File: src/rtl/spin_pkg.sv
package spin_pkg;
  localparam int unsigned REG_W       = 8;
  localparam int unsigned IRQ_N       = 5;
  localparam int unsigned IRQ_VBLANK  = 0;
  localparam int unsigned IRQ_DSTAT   = 1;
  localparam int unsigned IRQ_TIMER   = 2;
  localparam int unsigned IRQ_SERIAL  = 3;
  localparam int unsigned IRQ_JOYPAD  = 4;
  localparam int unsigned DISP_ON_BIT = 7;
  localparam int unsigned MODE_W      = 2;

  typedef struct packed {
    logic             ime;
    logic [REG_W-1:0] ie;
    logic [REG_W-1:0] iflag;
    logic [REG_W-1:0] lcdc;
    logic [REG_W-1:0] stat;
    logic [REG_W-1:0] ly;
  } ctx_t;

  typedef struct packed {
    logic [IRQ_N-1:0]  pend;
    logic              any;
    logic              disp_on;
    logic [MODE_W-1:0] mode;
  } decode_t;
endpackage

File: src/rtl/pc_run_counter.sv
module pc_run_counter #(
  parameter int unsigned THRESHOLD = 5000,
  parameter int unsigned PC_W      = 16
) (
  input  logic            clk,
  input  logic            rst,
  input  logic            restart,
  input  logic            retire,
  input  logic [PC_W-1:0] pc,
  output logic            hit
);
  localparam int unsigned CNT_W = $clog2(THRESHOLD + 1);
  localparam logic [CNT_W-1:0] LIMIT = CNT_W'(THRESHOLD);
  localparam logic [CNT_W-1:0] ONE   = CNT_W'(1);

  logic [PC_W-1:0]  last_pc;
  logic             seen;
  logic [CNT_W-1:0] cnt, cnt_nx;
  logic             same;

  assign same = seen && (pc == last_pc);

  always_comb begin
    cnt_nx = cnt;
    if (retire) begin
      if (!same)             cnt_nx = ONE;
      else if (cnt != LIMIT) cnt_nx = cnt + ONE;
    end
  end

  // Fires once per run: the retirement that first brings the count to LIMIT.
  assign hit = retire && !restart && (cnt_nx == LIMIT) && !(same && cnt == LIMIT);

  always_ff @(posedge clk) begin
    if (rst || restart) begin
      cnt     <= '0;
      seen    <= 1'b0;
      last_pc <= '0;
    end else if (retire) begin
      cnt     <= cnt_nx;
      last_pc <= pc;
      seen    <= 1'b1;
    end
  end

  AST_CNT_SATURATES: assert property (@(posedge clk) disable iff (rst) cnt <= LIMIT);
  AST_NEW_PC_RESTARTS: assert property (@(posedge clk) disable iff (rst)
    (retire && !restart && seen && pc != last_pc) |=> cnt == ONE);
  AST_IDLE_KEEPS_RUN: assert property (@(posedge clk) disable iff (rst)
    (!retire && !restart) |=> $stable(cnt));
  AST_CLEAR_RESTARTS: assert property (@(posedge clk) disable iff (rst)
    restart |=> (cnt == '0 && !seen));
endmodule

File: src/rtl/status_decode.sv
module status_decode
  import spin_pkg::*;
(
  input  ctx_t    ctx,
  output decode_t dec
);
  logic [IRQ_N-1:0] pend;

  for (genvar g = 0; g < IRQ_N; g++) begin : g_pend
    assign pend[g] = ctx.ime & ctx.ie[g] & ctx.iflag[g];
  end

  always_comb begin
    dec.pend    = pend;
    dec.any     = |pend;
    dec.disp_on = ctx.lcdc[DISP_ON_BIT];
    dec.mode    = ctx.stat[MODE_W-1:0];
  end
endmodule

File: src/rtl/snapshot_hold.sv
module snapshot_hold
  import spin_pkg::*;
#(
  parameter int unsigned PC_W = 16
) (
  input  logic            clk,
  input  logic            rst,
  input  logic            clear,
  input  logic            capture,
  input  logic [PC_W-1:0] pc,
  input  ctx_t            ctx,
  input  decode_t         dec,
  output logic            found,
  output logic [PC_W-1:0] snap_pc,
  output ctx_t            snap_ctx,
  output decode_t         snap_dec
);
  always_ff @(posedge clk) begin
    if (rst || clear) begin
      found    <= 1'b0;
      snap_pc  <= '0;
      snap_ctx <= '0;
      snap_dec <= '0;
    end else if (capture && !found) begin
      found    <= 1'b1;
      snap_pc  <= pc;
      snap_ctx <= ctx;
      snap_dec <= dec;
    end
  end

  AST_HOLD_UNTIL_CLEAR: assert property (@(posedge clk) disable iff (rst)
    (found && !clear) |=> (found && $stable(snap_pc) && $stable(snap_ctx) && $stable(snap_dec)));
  AST_CLEAR_EMPTIES: assert property (@(posedge clk) disable iff (rst)
    clear |=> (!found && snap_pc == '0 && snap_ctx == '0 && snap_dec == '0));
  AST_RISE_NEEDS_HIT: assert property (@(posedge clk) disable iff (rst)
    $rose(found) |-> $past(capture));
endmodule

File: src/rtl/pc_spin_monitor.sv
module pc_spin_monitor
  import spin_pkg::*;
#(
  parameter int unsigned THRESHOLD = 5000,
  parameter int unsigned PC_W      = 16
) (
  input  logic              clk,
  input  logic              rst,
  input  logic              retire_i,
  input  logic [PC_W-1:0]   pc_i,
  input  logic              ime_i,
  input  logic [REG_W-1:0]  ie_i,
  input  logic [REG_W-1:0]  if_i,
  input  logic [REG_W-1:0]  lcdc_i,
  input  logic [REG_W-1:0]  stat_i,
  input  logic [REG_W-1:0]  ly_i,
  input  logic              clear_i,
  output logic              loop_found_o,
  output logic [PC_W-1:0]   loop_pc_o,
  output logic              snap_ime_o,
  output logic [REG_W-1:0]  snap_ie_o,
  output logic [REG_W-1:0]  snap_if_o,
  output logic [REG_W-1:0]  snap_lcdc_o,
  output logic [REG_W-1:0]  snap_stat_o,
  output logic [REG_W-1:0]  snap_ly_o,
  output logic [IRQ_N-1:0]  pend_o,
  output logic              pend_any_o,
  output logic              disp_on_o,
  output logic [MODE_W-1:0] disp_mode_o
);
  ctx_t    live_ctx, held_ctx;
  decode_t live_dec, held_dec;
  logic    hit;

  assign live_ctx = '{ime: ime_i, ie: ie_i, iflag: if_i, lcdc: lcdc_i, stat: stat_i, ly: ly_i};

  pc_run_counter #(.THRESHOLD(THRESHOLD), .PC_W(PC_W)) u_run (
    .clk(clk), .rst(rst), .restart(clear_i), .retire(retire_i), .pc(pc_i), .hit(hit)
  );

  status_decode u_dec (.ctx(live_ctx), .dec(live_dec));

  snapshot_hold #(.PC_W(PC_W)) u_hold (
    .clk(clk), .rst(rst), .clear(clear_i), .capture(hit), .pc(pc_i),
    .ctx(live_ctx), .dec(live_dec),
    .found(loop_found_o), .snap_pc(loop_pc_o), .snap_ctx(held_ctx), .snap_dec(held_dec)
  );

  assign snap_ime_o  = held_ctx.ime;
  assign snap_ie_o   = held_ctx.ie;
  assign snap_if_o   = held_ctx.iflag;
  assign snap_lcdc_o = held_ctx.lcdc;
  assign snap_stat_o = held_ctx.stat;
  assign snap_ly_o   = held_ctx.ly;
  assign pend_o      = held_dec.pend;
  assign pend_any_o  = held_dec.any;
  assign disp_on_o   = held_dec.disp_on;
  assign disp_mode_o = held_dec.mode;

  AST_PEND_NEEDS_IME: assert property (@(posedge clk) disable iff (rst)
    !snap_ime_o |-> (pend_o == '0 && !pend_any_o));
  AST_CAPTURE_PC: assert property (@(posedge clk) disable iff (rst)
    (hit && !loop_found_o && !clear_i) |=> (loop_found_o && loop_pc_o == $past(pc_i)));
endmodule

File: config.mk
export PLATFORM = sky130hd
export DESIGN_NAME = pc_spin_monitor
export DESIGN_NICKNAME = d
export VERILOG_FILES = /design/src/rtl/spin_pkg.sv /design/src/rtl/pc_run_counter.sv /design/src/rtl/status_decode.sv /design/src/rtl/snapshot_hold.sv /design/src/rtl/pc_spin_monitor.sv
export SDC_FILE = /design/constraint.sdc
export NUM_CORES = 1
export LEC_CHECK = 0
export BUFFER_PORTS_ARGS = -buffer_cell sky130_fd_sc_hd__buf_2
export CORE_ASPECT_RATIO = 1.25
export CORE_MARGIN = 2
export CORE_UTILIZATION = 46
export CTS_CLUSTER_DIAMETER = 60
export DETAILED_ROUTE_END_ITERATION = 6
export HOLD_SLACK_MARGIN = 0.02
export PLACE_DENSITY = 0.88
export SLEW_MARGIN = 30
export SYNTH_ARGS = -nofsm -noshare
export SYNTH_HDL_FRONTEND = slang
export SYNTH_SLANG_ARGS = --single-unit
File: constraint.sdc
create_clock -name clk -period 2.42 [get_ports clk]
set_clock_uncertainty 0.05 [all_clocks]
set_input_delay 0.242 -clock clk [delete_from_list [all_inputs] [get_ports clk]]
set_output_delay 0.242 -clock clk [all_outputs]
set_load 0.05 [all_outputs]
# [Yosys cells after proc, flatten, opt, wreduce, memory -nomap -nowiden]
# Index checks and enable logic that the tools add are counted.
[word_totals] regBits=97 latchBits=0 mem_bits_rw=0 romBits=0 output_inout_bits=67 elab_cells=44 memories=0
[classes] n_addsub=1 multipliers=0 div_mod_pow=0 n_lt_le_gt_ge=0 eq_ne=4 shift=0 n_mux=3 bitwise=10 n_reduce_logical=11
[op_table] operator="two-way mux 13 bit" count=3
[op_table] operator="equality test 13 bit (second input constant)" count=2
[op_table] operator="equality test 16 bit" count=1
[op_table] operator="adder 13 x 1 -> 13 bit (second input constant)" count=1
[op_table] operator="inequality test 13 bit (second input constant)" count=1
[op_table] operator="AND 1 bit" count=10
[op_table] operator="logical AND 1 bit" count=6
[op_table] operator="OR reduction 5 bit" count=1
[op_table] operator="zero test 1 bit" count=3
[op_table] operator="logical OR 1 bit" count=1

# [Longest topological paths before layout]
[logic_depth] word_depth=8 depth_mapped=10 mapped_depth_nobuf=8

# [By module]
# A second synthesis with hierarchy kept.
[unflattened] cells_unflattened=487 area_unflattened_um2=4169.0
[modules_own_cells] mod="snapshot_hold" n_inst=1 cells_per_inst=292 area_per_inst_um2=2451.1
[modules_own_cells] mod="pc_run_counter" n_inst=1 cells_per_inst=185 area_per_inst_um2=1631.6
[modules_own_cells] mod="status_decode" n_inst=1 cells_per_inst=10 area_per_inst_um2=86.3

# [Worst setup path before layout]
# No wires, ideal clock.
[synth_path] path_kind="reg2reg" from="register u_run.cnt[0]" to="register u_hold.snap_ctx[23] in the netlist's numbering" setup_time_ns=0.072 arrival_time_ns=2.178 required_time_ns=2.298 path_slack_ns=0.120 stages_incl_launch_ff=10 path_buffers=2 period_less_slack_ns=2.300 path_cell_list="dfxtp_1 > inv_1 > ha_1 > or4b_1 > o41a_1 > xnor2_2 > nand4b_1 > buf_6 > buf_12 > mux2i_1"
[synth_between] elab_chain_len=8 elab_cells_between_ends=12 classes_between="add/sub: 1; eq/ne: 3; mux: 3; reduce/logical: 5"
[synth_rtl] item="start: declaration" line_no="pc_run_counter.sv:18" rtl="logic [CNT_W-1:0] cnt, cnt_nx;"
[synth_rtl] item="start signal: assignment" line_no="pc_run_counter.sv:40" rtl="cnt <= cnt_nx;"
[synth_rtl] item="adder 13 x 1 -> 13 bit or inequality test 13 bit (tied branches)" line_no="pc_run_counter.sv:27" rtl="else if (cnt != LIMIT) cnt_nx = cnt + ONE;"
[synth_rtl] item="two-way mux 13 bit" line_no="pc_run_counter.sv:27"
[synth_rtl] item="two-way mux 13 bit" line_no="pc_run_counter.sv:26" rtl="if (!same) cnt_nx = ONE;"
[synth_rtl] item="two-way mux 13 bit" line_no="pc_run_counter.sv:25" rtl="if (retire) begin"
[synth_rtl] item="equality test 13 bit" line_no="pc_run_counter.sv:32" rtl="assign hit = retire && !restart && (cnt_nx == LIMIT) && !(same && cnt == LIMIT);"
[synth_rtl] item="logical AND 1 bit" line_no="pc_run_counter.sv:32"
[synth_rtl] item="logical AND 1 bit *" line_no="pc_run_counter.sv:32"
[synth_rtl] item="logical AND 1 bit *" line_no="snapshot_hold.sv:24" rtl="end else if (capture && !found) begin"
[synth_rtl] item="end signal: assignment" line_no="snapshot_hold.sv:27" rtl="snap_ctx <= ctx;"
[synth_rtl] item="end: declaration" line_no="snapshot_hold.sv:15" rtl="output ctx_t snap_ctx,"
# Mark *: on every way between the ends. The rest lies on a longest branch, timed or not.
# A chain may end at the register's enable or synchronous reset.

# [Worst setup path after layout]
[layout_path] from="register u_run.cnt[0]" to="register u_hold.snap_ctx[29] in the netlist's numbering"
# Same word-level chain as after synthesis.

==> reports/results.tsv <==
stage	metric	value	unit
final_layout	ant diodes	0	
floorplanning	Initial Utilization	47.8	%
routing	DR pass1 iterations	4	
routing	drt via density	5.14	
yosys	proportion of synthesized area in mux cells	18.9	%
floorplanning	Core Area	8750	um^2
clock_tree	CTS tree	built	
yosys	simple-gate share of the synthesized area	20.4	%
routing	Routed WL per cell	15.1	um
timing	Fin. Hold Viols	0	
yosys	adder-cell share of the synthesized area	0.598	%
timing	Slew HR	70.8	%
timing	final worst slack	-54.8	ps
yosys	async set-reset flop share out of synthesis	0	%
worst_setup_path	peak fanout along the critical path	7	
worst_setup_path	slowest CP cell	or4b_4	
placement	hpwl dp	6970	um
final_layout	Non-Filler Instances	719	
timing	Final period util	102	%
final_layout	area grow syn2layout	28.6	%
yosys	Synth Area per Inst	9.15	um^2
placement	Port-buffer cells	127	
yosys	synth top area cells	dfxtp_1 (45%), mux2i_1 (19%), nand2_1 (12%)	
timing	measured slew at the worst slew-check pin	438	ps
yosys	number of flops mapped to enable cells by yosys	0	
global_route	first-pass GRT wire length	16200	um
yosys	largest family of logic cells by synthesized area	simple AND/OR/NAND/NOR gates	
global_route	GRT overflow	0	
global_route	initial antenna violation count	0	
yosys	Seq cells post-synth	94	
yosys	area leader, netlist	dfxtp_1	
floorplanning	DIE WIDTH	89.3	um
yosys	Synthesized Nets	520	
run	max_cap viols	0	
status	failing checks	setup timing	
timing	Setup violations, final	50	
yosys	main flop type after synthesis	dfxtp_1	
yosys	area share of the largest cell type after synthesis	45.0	%
hold_path	worst hold path type	input port to flip-flop	
worst_setup_path	Crit. End Element	flip-flop	
worst_setup_path	most frequent CP cell	buf_6	
worst_setup_path	CP Launch Type	flip-flop	
timing	fin. max-slew vios	0	
power_and_ir_drop	maximum vdd drop	0.000333	V
global_route	GRT Total Usage	20.7	%
routing	Total Wirelength	10900	um
worst_setup_path	CP arrival	2710	ps
global_route	largest net degree at the start of global routing	99	
yosys	yosys warns	0	
clock_tree	Max Buffers Root-to-Sink	2	
floorplanning	DIE AREA	9880	um^2
floorplanning	# IOs	128	
placement	Final Wtd Congestion	0.899	
routing	vias after detailed routing	3699	
clock_tree	Sink Count	94	
power_and_ir_drop	PwrDens	525	nW/um^2
routing	DRT antenna net count	0	
clock_tree	worst-skew pair later-pin latency	360	ps
yosys	number of distinct library cells after synthesis	38	
yosys	Mapped Cells	457	
final_layout	share of layout cells above drive strength 1	31.2	%
worst_setup_path	crit-path max cell delay	470	ps
final_layout	# fillers	757	
timing	fmax	404	MHz
placement	placed cells	686	
yosys	xor-xnor portion of the synthesized cell area	6.04	%
clock_tree	total CTS buffers	9	
placement	worst setup slack after placement	-77.4	ps
power_and_ir_drop	leakage power figure	2.83	nW
routing	DR iter-0 viols	189	
yosys	Seq/Total Area, Yosys	45.0	%
clock_tree	CTS Root Cell	clkbuf_8	
yosys	Synth Area in Compound Gates	3.11	%
clock_tree	CTS H-tree depth	3	
worst_setup_path	CP required	2660	ps
worst_setup_path	Setup Crit Path Kind	flip-flop to flip-flop	
yosys	post-synthesis cell area	4180	um^2
global_route	vias in the first global route	3675	
status	status	finished, violations left	
timing	final worst path period need	2470	ps
clock_tree	clock slew seen by the registers of the worst setup and hold paths	90	ps
clock_tree	# hold bufs at CTS	0	
floorplanning	cell row count	38	
routing	DRC errors left	0	
timing	smallest hold slack	61.0	ps
floorplanning	chip height	111	um
timing	RSZ-0062 raised after global routing	true	
power_and_ir_drop	post-route total power	2.83	mW
final_layout	Final nets	657	
worst_setup_path	crit path cell chain	inv_2, ha_4, or4b_4, buf_6, o41ai_4, nor3_2, nand3_1, nand4b_1, buf_6, buf_12, mux2i_1	
timing	post-route setup TNS	-1380	ps
## critical path: cells and delay by family (launching register included)
family	cells	cell delay, ps
buffers and inverters	4	570
multiplexers	1	200
AO/OA/AOI/OAI	1	270
AND/OR/NAND/NOR	4	840
flip-flops	1	340
adder cells (fa/ha/maj)	1	130
## sequential cells by signal (all words and copies together), names as in the netlist
| register | count |
|---|---|
| u_hold.snap_ctx | 41 |
| u_hold.snap_pc | 16 |
| u_run.last_pc | 16 |
| u_run.cnt | 13 |
| u_hold.snap_dec | 6 |
| u_hold.found | 1 |
| u_run.seen | 1 |
## cell usage in the layout, fill, tap and decap left out, types with 3 or more instances in the layout
cell,synthesis,layout
inv_1,5,3
buf_2,0,127
nor4_1,3,3
nand2_1,133,133
xor2_1,23,23
buf_16,0,3
nand3_1,10,10
buf_4,3,16
dfxtp_1,94,92
a21oi_1,5,4
buf_12,6,3
buf_6,1,3
clkbuf_8,0,9
mux2i_1,79,79
nor2_1,33,32
xnor2_1,4,4
clkbuf_16,0,4
nand4_1,8,8
## metrics by stage
| step | util, % | cell area, um^2 |
|---|---|---|
| floorplan | - | 4180 |
| global placement | 55.6 | 4860 |
| detailed placement | 55.6 | 4860 |
| CTS | 59.6 | 5210 |
| global route | 61.5 | 5380 |
| finish | 61.5 | 5380 |
## kinds of logic after synthesis
group | Yosys count
buf+inv | 35
flops | 94
mux | 79
simple gates | 202
compound gates | 17
xor+xnor | 28
fa+ha+maj | 2
## cells in the mapped netlist, types with 3 or more instances
cell type	count
mux2i_1	79
nor4_1	3
xor2_1	23
dfxtp_1	94
nand2_1	133
buf_4	3
nand3_1	10
buf_12	6
a21oi_1	5
nand4_1	8
nor2_1	33
inv_1	5
clkbuf_1	18
xnor2_1	4
## power by group
part	total, mW	leakage, nW	switching [mW]	internal (mW)
logic	0.225	1.98	0.125	0.101
clock network	1.04	0.0981	0.553	0.483
registers	1.56	0.760	0.00771	1.56
total	2.83	2.83	0.685	2.14
## layout make-up
type	count	area [um^2]	share of cell area (%)
well taps	120	150	2.79
clock inverters	5	57.6	1.07
repair buffers	156	1030	19.2
clock buffers	11	131	2.44
flip-flops and latches	94	1880	35.0
multi-input cells	328	2100	39.1
inverters	5	18.8	0.349
## worst paths after layout
path                            start                   to  slack, ps  cells past startpoint
hold / removal              stat_i[0]   u_hold.snap_ctx[8]         60                      3
setup reg to reg         u_run.cnt[0]  u_hold.snap_ctx[29]        -50                     11
setup / recovery         u_run.cnt[0]  u_hold.snap_ctx[29]        -50                     11
hold reg to reg   u_hold.snap_ctx[20]  u_hold.snap_ctx[20]        410                      2
## metal layers
metal	part of all wire, %	wire length, um	vias up	GRT usage (%)
li1	-	-	1793	-
met1	38	4100	1740	21.8
met2	52	5670	129	36.8
met3	6.4	697	37	3.81
met4	3.9	421	0	12.1
met5	0	0	-	0
## what timing repair did
action                                  4_1_cts  5_1_grt
pin swaps                                     2        3
setup buffers                                 6        4
cloned                                        3        4
endpoints found under the setup margin       58       64
endpoints found under the hold margin         0        0
resized for setup                            11       10
(Power assumes the default switching activity.)
